[src/rtl/te_l1_act.sv]
module te_l1_act #(
  parameter int FILT_FRAMES = 64,
  parameter int WAKE_CYCLES = 16
) (
  input  logic       clk,
  input  logic       rst_n,
  input  logic [1:0] rx_class,
  input  logic       rx_sync,
  input  logic       frame_tick,
  input  logic       cmd_act,
  input  logic       cmd_clk_on,
  input  logic       cmd_deact,
  input  logic       cmd_loop,
  output logic [1:0] tx_info,
  output logic       loop_en,
  output logic       clk_en,
  output logic [3:0] state_code
);
  localparam int FW = $clog2(FILT_FRAMES + 1);
  localparam int WW = $clog2(WAKE_CYCLES + 1);

  localparam logic [3:0] S_OFF = 4'h0, S_CLK = 4'h1, S_AWD = 4'h2, S_F4 = 4'h4,
                         S_F5 = 4'h5, S_F6 = 4'h6, S_F7 = 4'h7, S_F8 = 4'h8,
                         S_LPI = 4'hA, S_LPA = 4'hB;
  localparam logic [1:0] RX_I0 = 2'b00, RX_I2 = 2'b10, RX_I4 = 2'b11;
  localparam logic [1:0] TX_I0 = 2'b00, TX_I1 = 2'b01, TX_I3 = 2'b11;

  logic [3:0]    state_q, state_d;
  logic [FW-1:0] filt_q;
  logic [WW-1:0] wake_q;
  logic          clk_en_q;

  wire rx_idle  = (rx_class == RX_I0);
  wire in_f3    = (state_q == S_OFF) || (state_q == S_CLK) || (state_q == S_AWD);
  wire filt_st  = (state_q == S_F5) || (state_q == S_F6) || (state_q == S_F7) || (state_q == S_F8);
  wire got_i2   = rx_sync && (rx_class == RX_I2);
  wire got_i4   = rx_sync && (rx_class == RX_I4);
  wire filt_hit = filt_st && rx_idle && frame_tick && (filt_q == FW'(FILT_FRAMES - 1));

  always_comb begin
    state_d = state_q;
    if (cmd_deact) begin
      state_d = S_OFF;
    end else begin
      case (state_q)
        S_OFF, S_CLK, S_AWD: begin
          if (cmd_loop)        state_d = S_LPI;
          else if (cmd_act)    state_d = S_F4;
          else if (cmd_clk_on) state_d = S_CLK;
          else if (!rx_idle)   state_d = S_F5;
        end
        S_F4: if (!rx_idle) state_d = S_F5;
        S_F5: begin
          if (filt_hit)    state_d = S_AWD;
          else if (got_i2) state_d = S_F6;
          else if (got_i4) state_d = S_F7;
        end
        S_F6: begin
          if (filt_hit)     state_d = S_AWD;
          else if (!rx_sync) state_d = S_F8;
          else if (got_i4)  state_d = S_F7;
        end
        S_F7: begin
          if (filt_hit)     state_d = S_AWD;
          else if (!rx_sync) state_d = S_F8;
          else if (got_i2)  state_d = S_F6;
        end
        S_F8: begin
          if (filt_hit)    state_d = S_AWD;
          else if (got_i2) state_d = S_F6;
          else if (got_i4) state_d = S_F7;
        end
        S_LPI: if (rx_sync)  state_d = S_LPA;
        S_LPA: if (!rx_sync) state_d = S_LPI;
        default: state_d = S_OFF;
      endcase
    end
  end

  always_ff @(posedge clk) begin
    if (!rst_n) begin
      state_q    <= S_OFF;
      state_code <= S_OFF;
    end else begin
      state_q    <= state_d;
      state_code <= state_q;
    end
  end

  always_ff @(posedge clk) begin
    if (!rst_n || !filt_st || !rx_idle || filt_hit) filt_q <= '0;
    else if (frame_tick) filt_q <= filt_q + 1'b1;
  end

  always_ff @(posedge clk) begin
    if (!rst_n || state_q == S_OFF) begin
      wake_q   <= '0;
      clk_en_q <= 1'b0;
    end else if (!clk_en_q) begin
      if (wake_q == WW'(WAKE_CYCLES - 1)) clk_en_q <= 1'b1;
      else wake_q <= wake_q + 1'b1;
    end
  end

  always_comb begin
    case (state_q)
      S_F4:       tx_info = TX_I1;
      S_F6, S_F7: tx_info = TX_I3;
      default:    tx_info = TX_I0;
    endcase
  end

  assign loop_en = (state_q == S_LPI) || (state_q == S_LPA);
  assign clk_en  = clk_en_q;

  logic unused_ok;
  assign unused_ok = in_f3;
endmodule

[config.mk]
export PLATFORM = sky130hd
export DESIGN_NAME = te_l1_act
export DESIGN_NICKNAME = d
export VERILOG_FILES = /design/src/rtl/te_l1_act.sv
export SDC_FILE = /design/constraint.sdc
export NUM_CORES = 1
export LEC_CHECK = 0
export BUFFER_PORTS_ARGS = -buffer_cell sky130_fd_sc_hd__buf_2
export CAP_MARGIN = 30
export CORE_AREA = 2 2 56 58
export CTS_BUF_LIST = sky130_fd_sc_hd__clkbuf_8
export CTS_CLUSTER_DIAMETER = 40
export CTS_CLUSTER_SIZE = 28
export DETAILED_ROUTE_END_ITERATION = 10
export DIE_AREA = 0 0 58 60
export PLACE_DENSITY_LB_ADDON = 0.25
export SLEW_MARGIN = 20
export SYNTH_ARGS = -nofsm -noshare
export SYNTH_HDL_FRONTEND = slang
export SYNTH_SLANG_ARGS = --single-unit
[constraint.sdc]
create_clock -name clk -period 1.89 [get_ports clk]
set_input_delay 0 -clock clk [delete_from_list [all_inputs] [get_ports clk]]
set_output_delay 0 -clock clk [all_outputs]
set_load 0.05 [all_outputs]
==> metrics.txt, run 1 <==
# TYPE chip_impl_metric gauge
chip_impl_metric{name="residual_overflow_from_global_routing",unit=""} 0
chip_impl_metric{name="achievable-frequency",unit="MHz"} 595.0
chip_impl_metric{name="diodes",unit=""} 0
chip_impl_metric{name="wirelength",unit="um"} 2189
chip_impl_metric{name="place.detailed.instances",unit=""} 179
chip_impl_metric{name="worst_reg_to_reg_setup_slack",unit="ns"} 0.21
chip_impl_metric{name="synth_seq_area_share",unit=""} 0.3780
chip_impl_metric{name="drt_pre_antenna_iters",unit=""} 4
chip_impl_info{name="cp_top_family",value="flip-flops"} 1
chip_impl_metric{name="worst_slew_pin_slew",unit="ns"} 0.5874
chip_impl_metric{name="fp.coreArea",unit="um2"} 2903
chip_impl_metric{name="worst-path-max-fanout",unit=""} 17
chip_impl_info{name="worst_path_max_delay_cell",value="sky130_fd_sc_hd__dfxtp_1"} 1
chip_impl_metric{name="buffer_ports.inserted",unit=""} 17
chip_impl_info{name="worstPathCellList",value="nor4b_4 > o21bai_2 > and3_1 > o41ai_1"} 1
chip_impl_metric{name="grt_pass1_vias",unit=""} 860
chip_impl_info{name="layout_common_cells",value="sky130_fd_sc_hd__nor2_1, sky130_fd_sc_hd__dfxtp_1, sky130_fd_sc_hd__buf_2"} 1
chip_impl_metric{name="cts.clk_slew.worst_paths",unit="ns"} 0.07
chip_impl_metric{name="finalClockSkew",unit="ns"} 0.004941
chip_impl_info{name="setup.worst_path.end_class",value="register"} 1
chip_impl_metric{name="final_area",unit="um2"} 1265
chip_impl_metric{name="setup_viol_count_final",unit=""} 0
chip_impl_metric{name="cts.sinks",unit=""} 21
chip_impl_metric{name="max-cap-violations",unit=""} 0
chip_impl_metric{name="cp.arrival",unit="ns"} 1.83
chip_impl_metric{name="initial_core_util",unit=""} 0.3832
chip_impl_metric{name="grt_usage",unit=""} 0.1376
chip_impl_metric{name="static-leakage-power",unit="uW"} 0.0004943
chip_impl_metric{name="htree_num_levels",unit=""} 1
chip_impl_metric{name="finish.net_count",unit=""} 164
chip_impl_metric{name="cts_max_path_buffers",unit=""} 2
chip_impl_metric{name="grt_antenna_before_repair",unit=""} 0
chip_impl_metric{name="synth.distinct_cells",unit=""} 39
chip_impl_metric{name="post_route_setup_tns",unit="ns"} 0
chip_impl_metric{name="worst_slew_margin_rel",unit=""} 0.6079
chip_impl_metric{name="yosysWarnings",unit=""} 0
chip_impl_metric{name="flow.area_growth_from_synthesis",unit="%"} 13.72
chip_impl_metric{name="share_of_post_route_cells_with_drive_strength_above_1",unit=""} 0.1800
chip_impl_info{name="run_status",value="completed"} 1
chip_impl_metric{name="rows",unit=""} 20
chip_impl_metric{name="grt_pass1_wl",unit="um"} 3698
chip_impl_metric{name="globalplace.congestion",unit=""} 0.8509
chip_impl_metric{name="p_per_area",unit="nW/um2"} 678.5
chip_impl_metric{name="critPathMaxStageDelay",unit="ns"} 0.70
chip_impl_info{name="rsz0062_at_grt",value="false"} 1
chip_impl_metric{name="critical_path_required",unit="ns"} 2.03
chip_impl_metric{name="routed_via_density",unit=""} 5.383
chip_impl_metric{name="pin_count_of_the_biggest_net_entering_global_routing",unit=""} 18
chip_impl_metric{name="maxSlewViolCount",unit=""} 0
chip_impl_metric{name="fp.dieArea",unit="um2"} 3480
chip_impl_info{name="layout_commonest_cell",value="sky130_fd_sc_hd__nor2_1"} 1
chip_impl_metric{name="postCtsSetupBuffers",unit=""} 0
chip_impl_info{name="worstHoldPathType",value="in2reg"} 1
chip_impl_metric{name="drtIter0Drc",unit=""} 44
chip_impl_metric{name="via_count",unit=""} 985
chip_impl_metric{name="overall_die_height",unit="um"} 60
chip_impl_metric{name="place_hpwl",unit="um"} 1676
chip_impl_info{name="worstSetupPathType",value="reg2reg"} 1
chip_impl_metric{name="hold_violation_total_from_the_final_report",unit=""} 0
chip_impl_metric{name="synth.avg_cell_area",unit="um2"} 8.363
chip_impl_metric{name="fin_crit",unit="ns"} 1.681
chip_impl_metric{name="synth.ff_latch_count",unit=""} 21
chip_impl_metric{name="cts-hold-fix-buffers",unit=""} 0
chip_impl_info{name="ctsRootBufferMaster",value="sky130_fd_sc_hd__clkbuf_8"} 1
chip_impl_metric{name="floorplan.die.width",unit="um"} 58
chip_impl_metric{name="design_power_total",unit="uW"} 858.2
chip_impl_metric{name="post_synth_inst_count",unit=""} 133
chip_impl_info{name="cp-start-kind",value="register"} 1
chip_impl_metric{name="clk_lat_worst_skew",unit="ns"} 0.26
chip_impl_metric{name="io-pin-count",unit=""} 18
chip_impl_metric{name="final-instance-count-excl-fill",unit=""} 183
chip_impl_metric{name="detail_route.wl_per_cell",unit="um"} 11.96
chip_impl_metric{name="path_buf_inv",unit=""} 0
chip_impl_metric{name="drc",unit=""} 0
chip_impl_metric{name="core_util_final",unit=""} 0.4358
chip_impl_metric{name="share_of_the_clock_period_used_by_the_worst_path_after_layout",unit=""} 0.8893
chip_impl_info{name="tritoncts",value="built"} 1
chip_impl_metric{name="post_cts_resized",unit=""} 0
chip_impl_metric{name="vdd_ir_drop_max",unit="mV"} 0.5347
chip_impl_metric{name="drtAntennaViolNets",unit=""} 0
chip_impl_metric{name="syn-cell-area",unit="um2"} 1112
chip_impl_metric{name="dpl-instance-area",unit="um2"} 1220
chip_impl_metric{name="cts_inserted_buffers",unit=""} 3
chip_impl_metric{name="mappedNetlistNets",unit=""} 146
-- kinds of logic (layout without fill, tap and decap cells) --
| logic type | count (synthesis) | after routing | share of synthesized area |
|---|---|---|---|
| XOR/XNOR | 8 | 8 | 0.06299 |
| flip-flops | 21 | 21 | 0.3779 |
| multiplexers | 2 | 2 | 0.01800 |
| adder cells (fa/ha/maj) | 3 | 3 | 0.03375 |
| AND/OR/NAND/NOR | 59 | 59 | 0.2745 |
| buffers and inverters | 11 | 28 | 0.05399 |
| AO/OA/AOI/OAI | 29 | 29 | 0.1789 |
-- state kept, by name (all words and copies together) (netlist names) --
| register | flops |
|---|---|
| state_q | 4 |
| filt_q | 7 |
| state_code | 4 |
| clk_en | 1 |
| wake_q | 5 |
-- area by class of cell --
type	instances	area, um2
Multi-Input combinational cell	101	631.9
Sequential cell	21	420.4
Clock buffer	3	41.29
Timing Repair Buffer	21	115.1
Clock inverter	1	3.754
Fill cell	297	1638
Tap cell	33	41.29
Inverter	3	11.26
-- per-layer routing --
metal	global-route usage	wire, um	part of all wire
met3	0.03896	126	0.058
met5	0	0	0
met1	0.1782	1011	0.46
met2	0.2289	1040	0.48
met4	0.02990	10	0.0046
-- tightest hold or removal path, cell delays in order --
cell and delay (ns):
sky130_fd_sc_hd__buf_2 0.14, sky130_fd_sc_hd__nand3_2 0.07, sky130_fd_sc_hd__nor2_1 0.04
-- report_power, final --
part           internal, uW  switching [uW]  leakage, uW
combinational          45.6            63.7     0.000297
sequential              452            17.1     0.000170
clock                   144             135    0.0000269
-- cell usage after synthesis, drive strengths merged --
cell type   n  area share
mux2i       2       0.018
o32a        1      0.0090
a32oi       1      0.0079
o22a        1      0.0079
a41oi       1      0.0079
and2        5       0.028
nor4        2       0.011
o21bai      2       0.017
dfxtp      21        0.38
clkbuf      3       0.010
a2111oi     1      0.0079
nor2       22       0.074
xor2        5       0.039
or3         1      0.0056
nand2      10       0.034
a22oi       2       0.013
a21boi      1      0.0068
a2bb2oi     1      0.0079
xnor2       3       0.024
inv         3       0.010
o41ai       2       0.016
o22ai       1      0.0056
ha          3       0.034
or2         1      0.0056
and3        2       0.011
a211oi      2       0.013
nor2b       2       0.011
nand3b      1      0.0068
buf         5       0.034
nand2b      3       0.017
o21ai       6       0.027
nor3        1      0.0045
a21oi       7       0.031
nor4b       1       0.021
nand3       5       0.027
nand4       3       0.017
-- metrics by stage --
step | hold WS (ns) | setup slack, ns
detailed placement | 0.3103 | 0.2339
CTS | 0.02977 | 0.2071
global route | 0.04299 | 0.009547
finish | 0.03670 | 0.2093
global placement | 0.3072 | 0.2465
floorplan | 0.1222 | 0.2513
-- worst paths after layout --
check	end	start	cells after the start
max	state_q[0]	state_q[1]	4
min	filt_q[6]	rst_n	3
max reg2reg	state_q[0]	state_q[1]	4
min reg2reg	filt_q[6]	filt_q[6]	2
No activity file was read; power rests on OpenSTA's default activity.
==> inputs of run 2 (changes only) <==
ABC_AREA = 1   (was default)
CORE_AREA = 2 2 58 60   (was 2 2 56 58)
DIE_AREA = 0 0 60 62   (was 0 0 58 60)
==> metrics.txt, run 2 <==
# TYPE chip_impl_metric gauge
chip_impl_metric{name="worst_slew_pin_slew",unit="ns"} 0.3983
chip_impl_metric{name="post_synth_inst_count",unit=""} 182
chip_impl_metric{name="fp.dieArea",unit="um2"} 3720
chip_impl_metric{name="htree_num_levels",unit=""} 1
chip_impl_info{name="layout_commonest_cell",value="sky130_fd_sc_hd__nand2_1"} 1
chip_impl_metric{name="post_route_setup_tns",unit="ns"} 0
chip_impl_metric{name="fp.coreArea",unit="um2"} 3179
chip_impl_info{name="yosys-top-cells-area",value="sky130_fd_sc_hd__dfxtp_1, sky130_fd_sc_hd__nand2_1, sky130_fd_sc_hd__inv_1"} 1
chip_impl_metric{name="buffer_ports.inserted",unit=""} 17
chip_impl_metric{name="floorplan.die.width",unit="um"} 60
chip_impl_metric{name="worst_slew_margin_rel",unit=""} 0.7342
chip_impl_metric{name="share_of_post_route_cells_with_drive_strength_above_1",unit=""} 0.1951
chip_impl_metric{name="drtAntennaViolNets",unit=""} 0
chip_impl_metric{name="yosysWarnings",unit=""} 0
chip_impl_metric{name="rows",unit=""} 21
chip_impl_metric{name="cts.sinks",unit=""} 21
chip_impl_metric{name="wirelength",unit="um"} 2474
chip_impl_metric{name="number_of_flip_flops_under_the_largest_register_name",unit=""} 7
chip_impl_metric{name="share_of_the_clock_period_used_by_the_worst_path_after_layout",unit=""} 0.8100
chip_impl_metric{name="grt_antenna_before_repair",unit=""} 0
chip_impl_info{name="reg2reg_from",value="state_q[3]"} 1
chip_impl_info{name="worstSetupPathType",value="reg2reg"} 1
chip_impl_metric{name="synth.distinct_cells",unit=""} 27
chip_impl_metric{name="dp_slack",unit="ns"} 0.2526
chip_impl_metric{name="fin_crit",unit="ns"} 1.531
chip_impl_info{name="worstHoldPathType",value="in2reg"} 1
chip_impl_metric{name="via_count",unit=""} 1130
chip_impl_metric{name="syn-cell-area",unit="um2"} 1204
chip_impl_metric{name="hold-path-cell-count",unit=""} 3
chip_impl_info{name="synth_commonest_cells",value="sky130_fd_sc_hd__nand2_1, sky130_fd_sc_hd__inv_1, sky130_fd_sc_hd__nor2_1"} 1
chip_impl_metric{name="grt_pass1_wl",unit="um"} 4236
chip_impl_metric{name="synth_seq_area_share",unit=""} 0.3493
chip_impl_metric{name="vdd_ir_drop_max",unit="mV"} 0.1929
chip_impl_metric{name="max-cap-violations",unit=""} 0
chip_impl_info{name="synth_top_area_cell",value="sky130_fd_sc_hd__dfxtp_1"} 1
chip_impl_metric{name="mappedNetlistNets",unit=""} 195
chip_impl_info{name="top_count_cell_post_synth",value="sky130_fd_sc_hd__nand2_1"} 1
chip_impl_metric{name="drt_pre_antenna_iters",unit=""} 4
chip_impl_metric{name="overall_die_height",unit="um"} 62
chip_impl_info{name="worst_r2r_endpoint",value="state_q[2]"} 1
chip_impl_metric{name="initial_core_util",unit=""} 0.3786
chip_impl_info{name="cp-start-kind",value="register"} 1
chip_impl_metric{name="diodes",unit=""} 0
chip_impl_metric{name="p_per_area",unit="nW/um2"} 620.4
chip_impl_info{name="largest_registers",value="filt_q (7), wake_q (5)"} 1
chip_impl_metric{name="globalplace.congestion",unit=""} 0.8736
chip_impl_info{name="min_delay_startpoint",value="rst_n"} 1
chip_impl_metric{name="critical_path_required",unit="ns"} 2.05
chip_impl_metric{name="finish.net_count",unit=""} 219
chip_impl_metric{name="finalClockSkew",unit="ns"} 0.004450
chip_impl_metric{name="synth.avg_cell_area",unit="um2"} 6.613
chip_impl_metric{name="cp.arrival",unit="ns"} 1.70
chip_impl_metric{name="worst_reg_to_reg_setup_slack",unit="ns"} 0.36
chip_impl_metric{name="cts_inserted_buffers",unit=""} 3
chip_impl_metric{name="io-pin-count",unit=""} 18
chip_impl_metric{name="cts.clk_slew.worst_paths",unit="ns"} 0.08
chip_impl_metric{name="r2r.worst_path.cells",unit=""} 11
chip_impl_info{name="min_delay_worst_endpoint",value="state_code[1]"} 1
chip_impl_metric{name="drtIter0Drc",unit=""} 44
chip_impl_info{name="ctsRootBufferMaster",value="sky130_fd_sc_hd__clkbuf_8"} 1
chip_impl_metric{name="grt_pass1_vias",unit=""} 1046
chip_impl_metric{name="detail_route.wl_per_cell",unit="um"} 9.857
chip_impl_metric{name="hold_violation_total_from_the_final_report",unit=""} 0
chip_impl_metric{name="ys_async_sr_fraction",unit=""} 0
chip_impl_metric{name="synth_edf_count",unit=""} 0
chip_impl_metric{name="residual_overflow_from_global_routing",unit=""} 0
chip_impl_metric{name="timing.final.ws_setup",unit="ns"} 0.3591
chip_impl_metric{name="achievable-frequency",unit="MHz"} 653.2
chip_impl_info{name="setup.worst_path.end_class",value="register"} 1
chip_impl_info{name="tritoncts",value="built"} 1
chip_impl_info{name="rsz0062_at_grt",value="false"} 1
chip_impl_info{name="synthFlopType",value="sky130_fd_sc_hd__dfxtp_1"} 1
chip_impl_metric{name="flow.area_growth_from_synthesis",unit="%"} 17.36
chip_impl_metric{name="static-leakage-power",unit="uW"} 0.0006568
chip_impl_info{name="regMostFlops",value="filt_q"} 1
chip_impl_info{name="layout_common_cells",value="sky130_fd_sc_hd__nand2_1, sky130_fd_sc_hd__inv_1, sky130_fd_sc_hd__nor2_1"} 1
chip_impl_metric{name="grt_usage",unit=""} 0.1487
chip_impl_metric{name="pin_count_of_the_biggest_net_entering_global_routing",unit=""} 13
chip_impl_metric{name="maxSlewViolCount",unit=""} 0
chip_impl_metric{name="netlist.area_leader.share",unit=""} 0.3493
chip_impl_metric{name="routed_via_density",unit=""} 4.502
chip_impl_metric{name="drc",unit=""} 0
chip_impl_metric{name="setup_viol_count_final",unit=""} 0
chip_impl_metric{name="synth.ff_latch_count",unit=""} 21
chip_impl_metric{name="clk_lat_worst_skew",unit="ns"} 0.26
chip_impl_metric{name="worst-path-max-fanout",unit=""} 8
chip_impl_metric{name="place_hpwl",unit="um"} 1981
chip_impl_info{name="run_status",value="completed"} 1
chip_impl_info{name="critPathLaunch",value="state_q[3]"} 1
chip_impl_metric{name="cts_max_path_buffers",unit=""} 2
-- run 2: kinds of logic (layout without fill, tap and decap cells) --
family | count (synthesis) | in the layout | synth area share
AND/OR/NAND/NOR | 101 | 101 | 0.3794
buffers and inverters | 29 | 52 | 0.09043
AO/OA/AOI/OAI | 23 | 23 | 0.1133
flip-flops | 21 | 21 | 0.3493
XOR/XNOR | 5 | 5 | 0.03639
adder cells (fa/ha/maj) | 3 | 3 | 0.03119
-- run 2: worst max-delay path by stage --
stage	to	slack, ns
floorplan	state_q[0]	0.12
global route	wake_q[3]	0.1
detailed placement	wake_q[3]	0.25
global placement	wake_q[3]	0.29
finish	state_q[2]	0.36
CTS	wake_q[3]	0.25
-- run 2: area by class of cell --
| cell class | count | area [um2] |
|---|---|---|
| tap | 46 | 57.56 |
| timing repair buffer | 19 | 102.6 |
| inverter | 29 | 108.9 |
| sequential | 21 | 420.4 |
| clock buffer | 3 | 41.29 |
| clock inverter | 1 | 5.005 |
| fill | 340 | 1767 |
| multi-input combinational | 132 | 676.9 |
-- run 2: worst max-delay path: stages, from the launching register on --
cell                      delay [ns]
sky130_fd_sc_hd__dfxtp_1        0.51
sky130_fd_sc_hd__inv_2          0.07
sky130_fd_sc_hd__nor2_2         0.12
sky130_fd_sc_hd__nand2_2        0.08
sky130_fd_sc_hd__nand2_2        0.11
sky130_fd_sc_hd__nand3_4        0.14
sky130_fd_sc_hd__nand3_2        0.09
sky130_fd_sc_hd__nand2_1        0.05
sky130_fd_sc_hd__nor2_1         0.11
sky130_fd_sc_hd__nand2_1        0.07
sky130_fd_sc_hd__nand2_1        0.05
sky130_fd_sc_hd__inv_1          0.03
-- run 2: metrics by stage --
stage / hold WS, ns / utilization / power, uW / std cells / instance area [um2]
final: 0.02097 / 0.4443 / 876.3 / 251 / 1413
after global routing: 0.04181 / 0.4443 / 919.1 / 251 / 1413
after CTS: 0.01740 / 0.4435 / 888.1 / 251 / 1410
after detailed placement: 0.2565 / 0.4258 / 595.6 / 246 / 1354
after global placement: 0.2542 / 0.4258 / 597.1 / 246 / 1354
after floorplan: 0.09763 / - / 555.7 / 182 / 1204
-- run 2: metal layers --
| layer | global-route usage | part of all wire | vias up |
|---|---|---|---|
| met5 | 0 | 0 | - |
| met1 | 0.1786 | 0.50 | 488 |
| met2 | 0.2671 | 0.46 | 18 |
| met4 | 0.04762 | 0.0049 | 0 |
| met3 | 0.02899 | 0.034 | 2 |
| li1 | - | - | 622 |
-- run 2: where the power goes --
| group | total [uW] | leakage, uW | switching, uW | internal (uW) |
|---|---|---|---|---|
| clock network | 290 | 0.0000255 | 143 | 147 |
| logic | 123 | 0.000461 | 83.0 | 40.2 |
| registers | 463 | 0.000170 | 11.8 | 452 |
| total | 876 | 0.000657 | 238 | 638 |
-- run 2: what timing repair did --
item / in CTS / in global routing
buffers inserted: 0 / 0
setup endpoints to repair: 0 / 1
endpoints found under the hold margin: 1 / 0
hold buffers: 1 / 0
gates resized for setup: 0 / 1
==> inputs of run 3 (changes only) <==
clock period = 1.4 ns   (was 1.89 ns; I/O delays follow)
==> metrics.txt, run 3 (same netlist as run 2, synthesis figures left out) <==
# TYPE chip_impl_metric gauge
chip_impl_metric{name="grt_antenna_before_repair",unit=""} 0
chip_impl_info{name="largest_registers",value="filt_q (7), wake_q (5)"} 1
chip_impl_metric{name="timing.final.ws_setup",unit="ns"} -0.009219
chip_impl_metric{name="drtAntennaViolNets",unit=""} 0
chip_impl_metric{name="fin_crit",unit="ns"} 1.409
chip_impl_metric{name="grt_pass1_vias",unit=""} 1130
chip_impl_metric{name="power.share.sequential",unit=""} 0.510
chip_impl_metric{name="achievable-frequency",unit="MHz"} 709.6
chip_impl_info{name="ctsRootBufferMaster",value="sky130_fd_sc_hd__clkbuf_8"} 1
chip_impl_info{name="critPathLaunch",value="wake_q[0]"} 1
chip_impl_info{name="worstHoldPathType",value="in2reg"} 1
chip_impl_metric{name="power.share.switching",unit=""} 0.2683
chip_impl_info{name="regMostFlops",value="filt_q"} 1
chip_impl_info{name="cp-start-kind",value="register"} 1
chip_impl_metric{name="grt_pass1_wl",unit="um"} 4623
chip_impl_metric{name="residual_overflow_from_global_routing",unit=""} 0
chip_impl_metric{name="grt_usage",unit=""} 0.1643
chip_impl_metric{name="wirelength",unit="um"} 2977
chip_impl_metric{name="pwr-share-clk",unit=""} 0.304
chip_impl_metric{name="via_count",unit=""} 1283
chip_impl_metric{name="cts_max_path_buffers",unit=""} 2
chip_impl_metric{name="routed_via_density",unit=""} 4.615
chip_impl_info{name="layout_commonest_cell",value="sky130_fd_sc_hd__nand2_1"} 1
chip_impl_metric{name="fp.dieArea",unit="um2"} 3720
chip_impl_metric{name="worst_slew_pin_slew",unit="ns"} 0.3715
chip_impl_metric{name="flow.area_growth_from_synthesis",unit="%"} 46.05
chip_impl_metric{name="fin_worst_hold_slack",unit="ns"} 0.02635
chip_impl_metric{name="critical_path_required",unit="ns"} 1.54
chip_impl_metric{name="p_per_area",unit="nW/um2"} 697.0
chip_impl_metric{name="worst_slew_margin_rel",unit=""} 0.7521
chip_impl_metric{name="buffer_ports.inserted",unit=""} 17
chip_impl_metric{name="fp.coreArea",unit="um2"} 3179
chip_impl_metric{name="hold_violation_total_from_the_final_report",unit=""} 0
chip_impl_metric{name="static-leakage-power",unit="uW"} 0.0008096
chip_impl_metric{name="worst-path-max-fanout",unit=""} 6
chip_impl_metric{name="share_of_post_route_cells_with_drive_strength_above_1",unit=""} 0.4009
chip_impl_info{name="failed_checks",value="setup timing"} 1
chip_impl_metric{name="cts.sinks",unit=""} 21
chip_impl_metric{name="cell_internal_power",unit="uW"} 896.6
chip_impl_metric{name="initial_core_util",unit=""} 0.3786
chip_impl_info{name="worst_path_max_delay_cell",value="sky130_fd_sc_hd__dfxtp_2"} 1
chip_impl_metric{name="max-cap-violations",unit=""} 0
chip_impl_metric{name="setup_viol_count_final",unit=""} 1
chip_impl_metric{name="design_power_total",unit="uW"} 1225
chip_impl_metric{name="place_hpwl",unit="um"} 2222
chip_impl_info{name="worstSetupPathType",value="reg2reg"} 1
chip_impl_metric{name="drc",unit=""} 0
chip_impl_metric{name="cts.clk_slew.worst_paths",unit="ns"} 0.07
chip_impl_metric{name="floorplan.die.width",unit="um"} 60
chip_impl_metric{name="finish.net_count",unit=""} 246
chip_impl_metric{name="rows",unit=""} 21
chip_impl_metric{name="drt_pre_antenna_iters",unit=""} 4
chip_impl_metric{name="critPathMaxStageDelay",unit="ns"} 0.34
chip_impl_metric{name="share_of_the_clock_period_used_by_the_worst_path_after_layout",unit=""} 1.007
chip_impl_metric{name="cp.arrival",unit="ns"} 1.55
chip_impl_info{name="run_status",value="complete, but fails checks"} 1
chip_impl_metric{name="power.switching",unit="uW"} 328.8
chip_impl_metric{name="number_of_flip_flops_under_the_largest_register_name",unit=""} 7
chip_impl_info{name="rsz0062_at_grt",value="true"} 1
chip_impl_metric{name="drtIter0Drc",unit=""} 51
chip_impl_metric{name="io-pin-count",unit=""} 18
chip_impl_metric{name="comb_power_share",unit=""} 0.186
chip_impl_metric{name="globalplace.congestion",unit=""} 0.8722
chip_impl_metric{name="pin_count_of_the_biggest_net_entering_global_routing",unit=""} 12
chip_impl_metric{name="overall_die_height",unit="um"} 62
chip_impl_info{name="reg2reg_from",value="wake_q[0]"} 1
chip_impl_info{name="tritoncts",value="built"} 1
chip_impl_metric{name="finalClockSkew",unit="ns"} 0.001215
chip_impl_metric{name="cts_inserted_buffers",unit=""} 3
chip_impl_info{name="setup.worst_path.end_class",value="register"} 1
chip_impl_metric{name="htree_num_levels",unit=""} 1
chip_impl_metric{name="vdd_ir_drop_max",unit="mV"} 0.3763
chip_impl_metric{name="fillerInstances",unit=""} 315
chip_impl_info{name="min_delay_startpoint",value="rst_n"} 1
chip_impl_metric{name="clk_lat_worst_skew",unit="ns"} 0.25
chip_impl_metric{name="maxSlewViolCount",unit=""} 0
chip_impl_metric{name="diodes",unit=""} 0
chip_impl_metric{name="detail_route.wl_per_cell",unit="um"} 10.71
chip_impl_info{name="worstPathCellList",value="ha_4 > inv_4 > nor3_2 > ha_2 > nor2_4 > nand4_1 > o21ai_1 > a21oi_1"} 1
chip_impl_info{name="layout_common_cells",value="sky130_fd_sc_hd__nand2_1, sky130_fd_sc_hd__buf_4, sky130_fd_sc_hd__inv_1"} 1
[run 3: power groups by stage]
stage               Sequential, uW  Combinational (uW)  Clock [uW]
floorplan                      647                 106           0
global placement               636                 209           0
detailed placement             636                 208           0
CTS                            622                 214         398
global route                   626                 252         422
finish                         625                 228         373
[run 3: cell type report]
| type | instances | area [um2] | area share |
|---|---|---|---|
| Clock inverter | 1 | 3.754 | 0.002135 |
| Inverter | 29 | 111.4 | 0.06335 |
| Multi-Input combinational cell | 132 | 790.8 | 0.4498 |
| Tap cell | 46 | 57.56 | 0.03274 |
| Timing Repair Buffer | 46 | 317.8 | 0.1808 |
| Sequential cell | 21 | 435.4 | 0.2477 |
| Clock buffer | 3 | 41.29 | 0.02349 |
[run 3: metrics by stage]
step | setup WS, ns | TNS, ns | area (um2) | instances | util
after global placement | -0.04485 | -0.09902 | 1549 | 269 | 0.4872
after detailed placement | -0.06143 | -0.1225 | 1549 | 269 | 0.4872
after global routing | -0.1101 | -0.3171 | 1758 | 278 | 0.5529
after CTS | -0.01551 | -0.01990 | 1645 | 276 | 0.5175
after floorplan | 0.01400 | 0 | 1226 | 182 | -
final | -0.009219 | -0.009219 | 1758 | 278 | 0.5529
[run 3: metal layers]
layer	routed length, um	track usage	part of all wire	up-vias
met1	1340	0.1975	0.45	588
met4	11	0.03810	0.0037	0
li1	-	-	-	673
met3	95	0.04348	0.032	2
met5	0	0	0	-
met2	1529	0.2935	0.51	20
[run 3: worst max-delay path: cells and delay by family, from the launching register on]
family                     cells  cell delay (ns)
AOI/OAI and AO/OA              2             0.19
and+or+nand+nor                3             0.35
adders and majority gates      2             0.36
DFF                            1             0.34
buffers and inverters          1             0.06
[run 3: final timing paths]
| path | depth (start not counted) | to | slack [ns] |
|---|---|---|---|
| worst min register to register | 2 | filt_q[6] | 0.46 |
| worst max-delay path | 8 | wake_q[3] | -0.009 |
| worst min-delay path | 3 | state_code[0] | 0.03 |
| worst max register to register | 8 | wake_q[3] | -0.009 |
[run 3: repair_timing]
action,4_1_cts,5_1_grt
resized for setup,11,29
gates cloned,0,0
pin swaps,2,6
hold buffers,1,0
setup buffers,2,2
endpoints found under the setup margin,15,17
hold endpoints to repair,1,0
